$ cat config.mk
export PLATFORM = sky130hd
export DESIGN_NAME = wdt_keyed
export DESIGN_NICKNAME = d
export VERILOG_FILES = /design/src/rtl/wdt_keyed_pkg.sv /design/src/rtl/wdt_prescaler.sv /design/src/rtl/wdt_key_seq.sv /design/src/rtl/wdt_down_counter.sv /design/src/rtl/wdt_keyed.sv
export SDC_FILE = /design/constraint.sdc
export NUM_CORES = 1
export LEC_CHECK = 0
export ABC_AREA = 1
export CORE_MARGIN = 1.5
export CORE_UTILIZATION = 40
export CTS_BUF_LIST = sky130_fd_sc_hd__clkbuf_4 sky130_fd_sc_hd__clkbuf_8
export DETAILED_ROUTE_END_ITERATION = 12
export PLACE_DENSITY = 0.71
export SYNTH_ARGS = -nofsm -noshare
export SYNTH_HDL_FRONTEND = slang
export SYNTH_SLANG_ARGS = --single-unit
export TNS_END_PERCENT = 30
$ cat constraint.sdc
create_clock -name clk -period 4.5 [get_ports clk]
set_input_delay 0.9 -clock clk [delete_from_list [all_inputs] [get_ports clk]]
set_output_delay 0.9 -clock clk [all_outputs]
set_load 0.1 [all_outputs]
$ cat src/rtl/wdt_keyed_pkg.sv
package wdt_keyed_pkg;

   localparam int TIMEOUT_W = 16;
   localparam int CNT_W     = TIMEOUT_W + 1;

   localparam logic [15:0] KEY_ARM  = 16'h556C;
   localparam logic [15:0] KEY_FIRE = 16'hAA39;

   typedef struct packed {
      logic [TIMEOUT_W-1:0] timeout;
      logic                 freeze;
      logic                 enable;
      logic                 rst_sel;
      logic                 presc;
   } wdt_ctrl_t;

   typedef enum logic {
      SEQ_IDLE  = 1'b0,
      SEQ_ARMED = 1'b1
   } seq_state_t;

   function automatic wdt_ctrl_t word_to_ctrl(input logic [31:0] w);
      wdt_ctrl_t c;
      c.timeout = w[31:16];
      c.freeze  = w[3];
      c.enable  = w[2];
      c.rst_sel = w[1];
      c.presc   = w[0];
      return c;
   endfunction

   function automatic logic [31:0] ctrl_to_word(input wdt_ctrl_t c);
      return {c.timeout, 12'h000, c.freeze, c.enable, c.rst_sel, c.presc};
   endfunction

   // timeout field of zero stands for a full 2^TIMEOUT_W ticks
   function automatic logic [CNT_W-1:0] reload_of(input logic [TIMEOUT_W-1:0] t);
      if (t == '0) return {1'b1, {TIMEOUT_W{1'b0}}};
      return {1'b0, t};
   endfunction

endpackage

$ cat src/rtl/wdt_prescaler.sv
module wdt_prescaler #(
   parameter int DIV_LOG2 = 16
) (
   input  logic clk,
   input  logic rst_n,
   input  logic clear,
   input  logic run,
   input  logic bypass,
   output logic tick
);
   logic [DIV_LOG2-1:0] acc;

   assign tick = run & (bypass | (&acc));

   always_ff @(posedge clk or negedge rst_n) begin
      if (!rst_n)               acc <= '0;
      else if (clear)           acc <= '0;
      else if (run && !bypass)  acc <= acc + 1'b1;
   end
endmodule

$ cat src/rtl/wdt_key_seq.sv
module wdt_key_seq
   import wdt_keyed_pkg::*;
(
   input  logic        clk,
   input  logic        rst_n,
   input  logic        wr,
   input  logic [15:0] data,
   output logic        fire
);
   seq_state_t state, state_nx;

   always_comb begin
      state_nx = state;
      fire     = 1'b0;
      if (wr) begin
         state_nx = SEQ_IDLE;
         if (state == SEQ_IDLE && data == KEY_ARM)
            state_nx = SEQ_ARMED;
         else if (state == SEQ_ARMED && data == KEY_FIRE)
            fire = 1'b1;
      end
   end

   always_ff @(posedge clk or negedge rst_n) begin
      if (!rst_n) state <= SEQ_IDLE;
      else        state <= state_nx;
   end
endmodule

$ cat src/rtl/wdt_down_counter.sv
module wdt_down_counter #(
   parameter int W = 17
) (
   input  logic         clk,
   input  logic         rst_n,
   input  logic         load,
   input  logic [W-1:0] load_val,
   input  logic         tick,
   output logic [W-1:0] cnt,
   output logic         zero
);
   assign zero = (cnt == '0);

   always_ff @(posedge clk or negedge rst_n) begin
      if (!rst_n)             cnt <= '0;
      else if (load)          cnt <= load_val;
      else if (tick && !zero) cnt <= cnt - 1'b1;
   end
endmodule

$ cat src/rtl/wdt_keyed.sv
module wdt_keyed
   import wdt_keyed_pkg::*;
#(
   parameter int          ADDR_W         = 5,
   parameter bit          SMALL_PRESCALE = 1'b0,
   parameter logic [7:0]  OFF_CTRL       = 8'h04,
   parameter logic [7:0]  OFF_COUNT      = 8'h08,
   parameter logic [7:0]  OFF_SVC        = 8'h0E,
   parameter logic [7:0]  OFF_STAT       = 8'h10
) (
   input  logic              clk,
   input  logic              por_n,
   input  logic              sys_rst_n,
   input  logic              dbg_halt,
   input  logic              bus_sel,
   input  logic              bus_wr,
   input  logic [ADDR_W-1:0] bus_addr,
   input  logic [31:0]       bus_wdata,
   output logic [31:0]       bus_rdata,
   output logic              rst_req,
   output logic              irq_req
);
   localparam int DIV_LOG2 = SMALL_PRESCALE ? 11 : 16;

   if (ADDR_W < 5 || ADDR_W > 8) begin : g_bad_addr_w
      $error("wdt_keyed: ADDR_W must lie in 5..8");
   end
   if (OFF_STAT >= (8'(1) << ADDR_W)) begin : g_bad_off
      $error("wdt_keyed: status offset outside address space");
   end

   logic blk_rst_n;
   assign blk_rst_n = por_n & sys_rst_n;

   // address decode
   logic wr_ctrl, wr_svc, wr_stat;
   assign wr_ctrl = bus_sel & bus_wr & (bus_addr == OFF_CTRL[ADDR_W-1:0]);
   assign wr_svc  = bus_sel & bus_wr & (bus_addr == OFF_SVC[ADDR_W-1:0]);
   assign wr_stat = bus_sel & bus_wr & (bus_addr == OFF_STAT[ADDR_W-1:0]);

   // write-once control
   wdt_ctrl_t ctrl_q;
   logic      locked;
   logic      ctrl_take;
   wdt_ctrl_t ctrl_new;

   assign ctrl_new  = word_to_ctrl(bus_wdata);
   assign ctrl_take = wr_ctrl & ~locked;

   always_ff @(posedge clk or negedge blk_rst_n) begin
      if (!blk_rst_n) begin
         ctrl_q <= '0;
         locked <= 1'b0;
      end else if (ctrl_take) begin
         ctrl_q <= ctrl_new;
         locked <= 1'b1;
      end
   end

   // service key sequence
   logic svc_fire;
   wdt_key_seq u_keys (
      .clk   (clk),
      .rst_n (blk_rst_n),
      .wr    (wr_svc),
      .data  (bus_wdata[15:0]),
      .fire  (svc_fire)
   );

   // counter load sources
   logic             arm_load, reload, cnt_load;
   logic [CNT_W-1:0] load_val;
   assign arm_load = ctrl_take & ctrl_new.enable;
   assign reload   = svc_fire & ctrl_q.enable;
   assign cnt_load = arm_load | reload;
   assign load_val = arm_load ? reload_of(ctrl_new.timeout) : reload_of(ctrl_q.timeout);

   logic [CNT_W-1:0] cnt;
   logic             cnt_zero;
   logic             run, tick;

   assign run = ctrl_q.enable & ~(ctrl_q.freeze & dbg_halt) & ~cnt_zero;

   if (DIV_LOG2 == 11) begin : g_pre_small
      wdt_prescaler #(.DIV_LOG2(11)) u_pre (
         .clk(clk), .rst_n(blk_rst_n), .clear(cnt_load),
         .run(run), .bypass(~ctrl_q.presc), .tick(tick));
   end else begin : g_pre_full
      wdt_prescaler #(.DIV_LOG2(DIV_LOG2)) u_pre (
         .clk(clk), .rst_n(blk_rst_n), .clear(cnt_load),
         .run(run), .bypass(~ctrl_q.presc), .tick(tick));
   end

   wdt_down_counter #(.W(CNT_W)) u_cnt (
      .clk      (clk),
      .rst_n    (blk_rst_n),
      .load     (cnt_load),
      .load_val (load_val),
      .tick     (tick),
      .cnt      (cnt),
      .zero     (cnt_zero)
   );

   // expiry requests
   logic expired;
   assign expired = ctrl_q.enable & cnt_zero;
   assign rst_req = expired & ctrl_q.rst_sel;
   assign irq_req = expired & ~ctrl_q.rst_sel;

   // sticky cause flag, power-on reset only
   logic cause_flag;
   always_ff @(posedge clk or negedge por_n) begin
      if (!por_n)                        cause_flag <= 1'b0;
      else if (rst_req)                  cause_flag <= 1'b1;
      else if (wr_stat && bus_wdata[0])  cause_flag <= 1'b0;
   end

   // read mux
   always_comb begin
      bus_rdata = '0;
      if (bus_addr == OFF_CTRL[ADDR_W-1:0])
         bus_rdata = ctrl_to_word(ctrl_q);
      else if (bus_addr == OFF_COUNT[ADDR_W-1:0])
         bus_rdata = {{(32-CNT_W){1'b0}}, cnt};
      else if (bus_addr == OFF_STAT[ADDR_W-1:0])
         bus_rdata = {31'b0, cause_flag};
   end

   logic unused_wdata;
   assign unused_wdata = ^{bus_wdata[15:4]};
endmodule

==> impl_results.md, run 1 <==
* Final Max Tran Viols at 0
* Initial antenna violation count at 0
* Worst skew pair latency at 0.31 ns
* Critical Path Most Common Cell: nor2_2
* Post-CTS Setup Bufs at 0
* Syn_area_per_cell at between 6 and 7 um2
* Synth top cells by count: nand2_1 (224), nor2_1 (78), nand3_1 (66), inv_1 (64), dfrtp_1 (56)
* Register-to-register setup slack at between 2 and 2.5 ns
* Starting DRT DRC Count at around 320
* PwrDens at 353.3 nW/um2
* CP delay by family, top: buffers and inverters
* Clock power frac at 0.182
* Sequential area share after synthesis at 0.3427
* CTS Sinks at 56
* DP Worst Slack at about 0.6 ns
* VDD IR max at roughly 0.17 mV
* Worst setup SP type: input pin
* Synth Register Bits at between 50 and 60
* Area contributors post-synth: dfrtp_1 (34%), nand2_1 (21%), nand3_1 (8.1%)
* Antenna viol nets, final at 0
* Root buffer cell: clkbuf_8
* Vias at between 4000 and 5000
* Slowest stage delay, CP at between 0.4 and 0.5 ns
* Switching part of the total at 0.4218
* Max-Cap Viols at 0
* # port buffers at 76
* H-Tree Depth at 2
* Synth top area share at 0.3427
* Row count at 36
* Design Area, Final at around 5200 um2
* Vias per cell at just over 5
* Max Clock Skew at 0.01092 ns
* Routed WL per cell at between 10 and 15 um
* Placed cell area at between 5000 and 6000 um2
* Tmin final at 3.879 ns
* CTS clk-pin slew, worst paths at 0.10 ns
* Highest clock rate at 257.8 MHz
* Critical-path top delay cell: clkdlybuf4s50_1
* Critical path class: in -> out
* Die width at 104.1 um
* Die Ht at 104.1 um
* Crit path arrival time at 2.98 ns
* Post-Route WL at about 11 mm
* CTS Buffer Depth at 2
* NumNets Final at about 750
* Part of the power in registers at 0.399
* Ports at between 70 and 80
* Ant diodes at 0
* Asr flop ratio synth at 1.000
* Crit end category: output pin
* CTS tree: done
* Area leader, netlist: dfrtp_1
* RSZ-0062 raised after global routing: no
* Largest net degree at the start of global routing at 45
* Primary FF master, synth: dfrtp_1
* Final period util at 0.8620
* Worst EP required at 3.60 ns
* Gpl congestion at approximately 0.87
* Placed insts at between 800 and 900
* Core Region at 9864 um2
* Final HPWL DP at ~8.6 mm
* Worst r2r src: u_cnt.cnt[0]
* Final hold violation count at 0
* CTS hold repair buffers at 0
* Fin cells at ~840
* Final core occ at 0.5231
* Hold Crit Class: reg -> reg
* Worst-path fanout max at 21
* Reg area at 1401 um2
* Tightest Pin Transition at around 0.94 ns
* GRT Overall Usage at 0.2092
* Critical path destination: bus_rdata[2]
* R2R depth at 9
* First-pass GRT wire length at about 19 mm
* Final setup margin at between 0.6 and 0.7 ns
* Post_cts resized at 0
* Layout area overhead at 26.19%
* Most frequent cell after synthesis: nand2_1
* Layout cells sized above 1 at 0.1097
* Die area at 10840 um2
* Count of final setup violators at 0
* Cell Chain, Critical Path: clkdlybuf4s50_1 > nor2_2 > inv_1 > nor2_2 > buf_4 > clkinv_1 > o22ai_1 > buf_12
* Vias in the first global route at between 3000 and 4000
* Worst slew margin at 0.3715
* Initial Util at 0.4145
* Total gr overflow at 0
* Part of the power in combinational logic at 0.418
* Bufs and invs on worst path at 5
* EDFF count, synth at 0
* Final setup TNS at 0 ns
* Pleak at around 2.6 nW
* Synthesized area at between 4000 and 5000 um2
* Fillers at roughly 940
* CTS Buf Count at 5
* Hold slack final at ~0.53 ns
* Area of the multi-input gates at around 2300 um2
* Status: finished, final reports clean
* Pint at ~1.1 mW
* Critical Path Stages at 8
* DRC viols at 0
* Net switching power at 769.0 uW
* Crit. Startpoint: bus_addr[1]
* Total power draw at approximately 1.8 mW
* Syn Nets at 682
* TritonRoute pass-1 iters at 5
* R2R Path End: g_pre_full.u_pre.acc[11]
* Count of cell types in the netlist at 34
* Syn Inst Count at 637
* Synth warn at 0
[sequential cells by signal (all words and copies together), names as in the netlist]
register / flops
cause_flag: 1
ctrl_q: 20
g_pre_full.u_pre.acc: 16
locked: 1
u_cnt.cnt: 17
u_keys.state: 1
[worst min path at each step]
stage                     cells past startpoint  slack (ns)            to    startpoint
after global placement                        2        0.50  u_cnt.cnt[0]  u_cnt.cnt[0]
after detailed placement                      2        0.50     ctrl_q[3]     ctrl_q[3]
after global routing                          2        0.55     ctrl_q[3]     ctrl_q[3]
after CTS                                     2        0.52     ctrl_q[3]     ctrl_q[3]
after floorplan                               2        0.47     ctrl_q[3]     ctrl_q[3]
final                                         2        0.53    ctrl_q[15]    ctrl_q[15]
[cells by family (layout without fill, tap and decap cells)]
logic type                 count (synthesis)  after routing  synth area share
AOI/OAI and AO/OA                         38             38           0.05294
buffers and inverters                     92            157           0.09792
xor gates and xnor gates                   8              8           0.01714
adders and majority gates                  2              2          0.006119
and+or+nand+nor                          441            441            0.4832
DFF                                       56             56            0.3427
[power by group through the flow]
| stage | combinational (mW) | sequential, mW | clock [mW] |
|---|---|---|---|
| floorplan | 0.588 | 0.703 | 0 |
| global placement | 0.739 | 0.731 | 0 |
| detailed placement | 0.754 | 0.735 | 0 |
| CTS | 0.760 | 0.725 | 0.338 |
| global route | 0.873 | 0.744 | 0.359 |
| finish | 0.763 | 0.728 | 0.332 |
[per-layer routing]
| layer | GRT usage | part of all wire | up-vias |
|---|---|---|---|
| li1 | - | - | 2176 |
| met1 | 0.3183 | 0.48 | 1999 |
| met2 | 0.3207 | 0.45 | 152 |
| met3 | 0.02945 | 0.067 | 4 |
| met4 | 0.02976 | 0.0036 | 0 |
| met5 | 0 | 0 | - |
[cell type report]
class,instances,share of cell area
flip-flops and latches,56,0.2716
clock buffers,6,0.01479
inverters,68,0.04947
clock inverters,2,0.006790
well taps,133,0.03225
multi-input cells,489,0.4433
repair buffers,81,0.1819
[placed cells by master, fill, tap and decap left out, types with 3 or more instances in the layout]
| master | n |
|---|---|
| clkbuf_8 | 5 |
| nand3_2 | 3 |
| nand2_1 | 224 |
| a31o_2 | 3 |
| nand2_2 | 4 |
| buf_12 | 18 |
| clkdlybuf4s50_1 | 42 |
| nand3_1 | 66 |
| o22ai_1 | 4 |
| nor2_4 | 3 |
| nand3b_1 | 6 |
| dfrtp_1 | 56 |
| nor3_1 | 5 |
| buf_4 | 21 |
| nor2_2 | 6 |
| nor2_1 | 78 |
| inv_2 | 4 |
| or2_2 | 3 |
| o21ai_0 | 26 |
| inv_1 | 63 |
| xor2_1 | 7 |
| nor4_1 | 6 |
| nand4_1 | 34 |
[worst register-to-register path, cell delays in order, from the launching register on]
cell and delay [ns]:
dfrtp_1 0.40, inv_1 0.20, ha_1 0.28, nand3_4 0.13
nor2_4 0.18, nand3_2 0.14, nand3_2 0.29, inv_2 0.22
nand3b_1 0.14, nand2_1 0.05
Note: power is estimated with default switching activity, not from simulation.
==> run 2, diff against run 1 <==
Settings changed: CORE_ASPECT_RATIO from default to 0.9.
==> run 2 against run 1 <==
Effect of this change: non-clock buffer count stayed put; clock power is 2% higher; final cell count is 0.84% lower; via count is 0.81% higher; die area hardly changed; clock skew is 0.0071 ns lower; register-to-register slack hardly changed; largest power group unchanged; highest routed layer unchanged.
==> impl_results.md, run 2 (synthesis results as in run 1) <==
* Status: finished, final reports clean
* Clock power frac at 0.184
* Tightest Pin Transition at roughly 0.82 ns
* Layout area overhead at 26.59%
* CTS tree: done
* Hold path start: u_cnt.cnt[0]
* Die area at approximately 11000 um2
* Part of the power in combinational logic at 0.419
* Hold endpoint: u_cnt.cnt[0]
* Highest clock rate at between 200 and 300 MHz
* Final hold violation count at 0
* Worst r2r src: u_cnt.cnt[0]
* Met2 wire len at 5.082 mm
* Gpl congestion at ~0.94
* Worst setup SP type: input pin
* GRT Overall Usage at 0.2277
* VDD IR max at approximately 0.2 mV
* R2R depth at 9
* Worst-path fanout max at 18
* Crit path arrival time at roughly 2.9 ns
* Die Ht at ~100 um
* Pleak at 2.574 nW
* Met3 wire len at between 800 and 900 um
* Hold Crit Class: reg -> reg
* Layout cells sized above 1 at 0.1097
* H-Tree Depth at 2
* Crit end category: output pin
* CTS hold repair buffers at 0
* Total gr overflow at 0
* WL met1 at approximately 5.7 mm
* Register-to-register setup slack at approximately 2.4 ns
* Flip-flop count of the largest register after layout at 20
* Critical-path top delay cell: clkdlybuf4s50_1
* Slowest stage delay, CP at around 0.46 ns
* DRC viols at 0
* CTS Sinks at 56
* CP delay by family, top: buffers and inverters
* Biggest regs: ctrl_q x20, u_cnt.cnt x17, g_pre_full.u_pre.acc x16
* Root buffer cell: clkbuf_8
* Hold slack final at 0.5182 ns
* Fillers at 947
* Max Clock Skew at between 0.003 and 0.004 ns
* NumNets Final at about 750
* Commonest non-fill, non-tap cell in the layout: nand2_1
* Ant diodes at 0
* Vias in the first global route at 4095
* Initial antenna violation count at 0
* Register bank with the most flops: ctrl_q
* Vias at ~4400
* Switching part of the total at 0.4243
* Critical path class: in -> out
* Worst EP required at between 3 and 4 ns
* Post-Route WL at 11.74 mm
* Final HPWL DP at 8.878 mm
* CTS clk-pin slew, worst paths at ~0.1 ns
* Die width at ~110 um
* Final Max Tran Viols at 0
* Core Region at 9784 um2
* Bufs and invs on worst path at 4
* Post_cts resized at 0
* Critical Path Most Common Cell: nor2_2
* Worst slew margin at 0.4524
* CTS Buffer Depth at 2
* Vias per cell at roughly 5.3
* Top routing layer in use: met4
* Routed WL per cell at approximately 14 um
* Count of final setup violators at 0
* Max-Cap Viols at 0
* # port buffers at 76
* Cell Chain, Critical Path: clkdlybuf4s50_1 > nor2_2 > inv_1 > nor2_2 > clkinv_1 > o22ai_1 > buf_12
* Part of the power in registers at 0.396
* CTS Buf Count at 5
* Initial Util at 0.4179
* Ports at 77
* Pint at approximately 1.1 mW
* R2R Path End: g_pre_full.u_pre.acc[8]
* PwrDens at roughly 350 nW/um2
* Antenna viol nets, final at 0
* Hold path cells at 2
* Worst skew pair latency at 0.31 ns
* Final setup TNS at 0 ns
* First-pass GRT wire length at just under 20 mm
* TritonRoute pass-1 iters at 6
* Most frequent cells in the layout: nand2_1 (224), nor2_1 (78), nand3_1 (66), inv_1 (63), dfrtp_1 (56)
* Largest net degree at the start of global routing at between 40 and 50
* Net switching power at 777.3 uW
* Tmin final at between 3 and 4 ns
* Final period util at 0.8386
* Post-CTS Setup Bufs at 0
* RSZ-0062 raised after global routing: no
* Row count at 34
* Starting DRT DRC Count at approximately 310
## run 2: cell counts in the layout (fill, tap and decap cells not counted)
No cell type changed its count.
## run 2: power by group through the flow
| stage | registers, mW | logic (mW) | clock network (mW) |
|---|---|---|---|
| finish | 0.726 | 0.769 | 0.338 |
| global route | 0.741 | 0.880 | 0.359 |
| CTS | 0.724 | 0.762 | 0.347 |
| detailed placement | 0.733 | 0.755 | 0 |
| global placement | 0.730 | 0.741 | 0 |
| floorplan | 0.703 | 0.588 | 0 |
## run 2: final cells by class
class / instances / area, um2 / share of cell area
flip-flops and latches: 56 / 1401 / 0.2707
clock inverters: 2 / 35.03 / 0.006768
multi-input cells: 489 / 2287 / 0.4419
repair buffers: 81 / 963.4 / 0.1861
clock buffers: 6 / 76.32 / 0.01474
inverters: 68 / 255.2 / 0.04931
well taps: 126 / 157.7 / 0.03046
## run 2: how the worst max path moves through the flow
stage / from / end / slack [ns] / cells after the start
6_report: bus_addr[1] / bus_rdata[2] / 0.73 / 7
5_1_grt: bus_addr[1] / bus_rdata[2] / 0.60 / 7
4_1_cts: bus_addr[1] / bus_rdata[2] / 0.74 / 7
3_5_place_dp: bus_addr[1] / bus_rdata[2] / 0.74 / 7
3_3_place_gp: bus_addr[1] / bus_rdata[2] / 0.84 / 7
2_1_floorplan: bus_addr[3] / bus_rdata[3] / 0.21 / 4
## run 2: worst min-delay path, cell delays in order, from the launching register on
cell	delay, ns
dfrtp_1	0.36
nand3_1	0.08
nand2_1	0.06
## run 2: per-stage QoR
stage / setup slack (ns) / instance area, um2 / cells / utilization / total power, mW
after floorplan: 0.2099 / 4089 / 637 / - / 1.291
after global placement: 0.8376 / 5065 / 820 / 0.5176 / 1.472
after detailed placement: 0.7444 / 5065 / 820 / 0.5176 / 1.488
after CTS: 0.7411 / 5176 / 828 / 0.5290 / 1.833
after global routing: 0.6016 / 5176 / 828 / 0.5290 / 1.980
final: 0.7262 / 5176 / 828 / 0.5290 / 1.832
## run 2: layer usage
metal,track usage,vias up
met5,0,-
met1,0.3590,2017
li1,-,2176
met3,0.02646,9
met4,0.03297,0
met2,0.3383,164
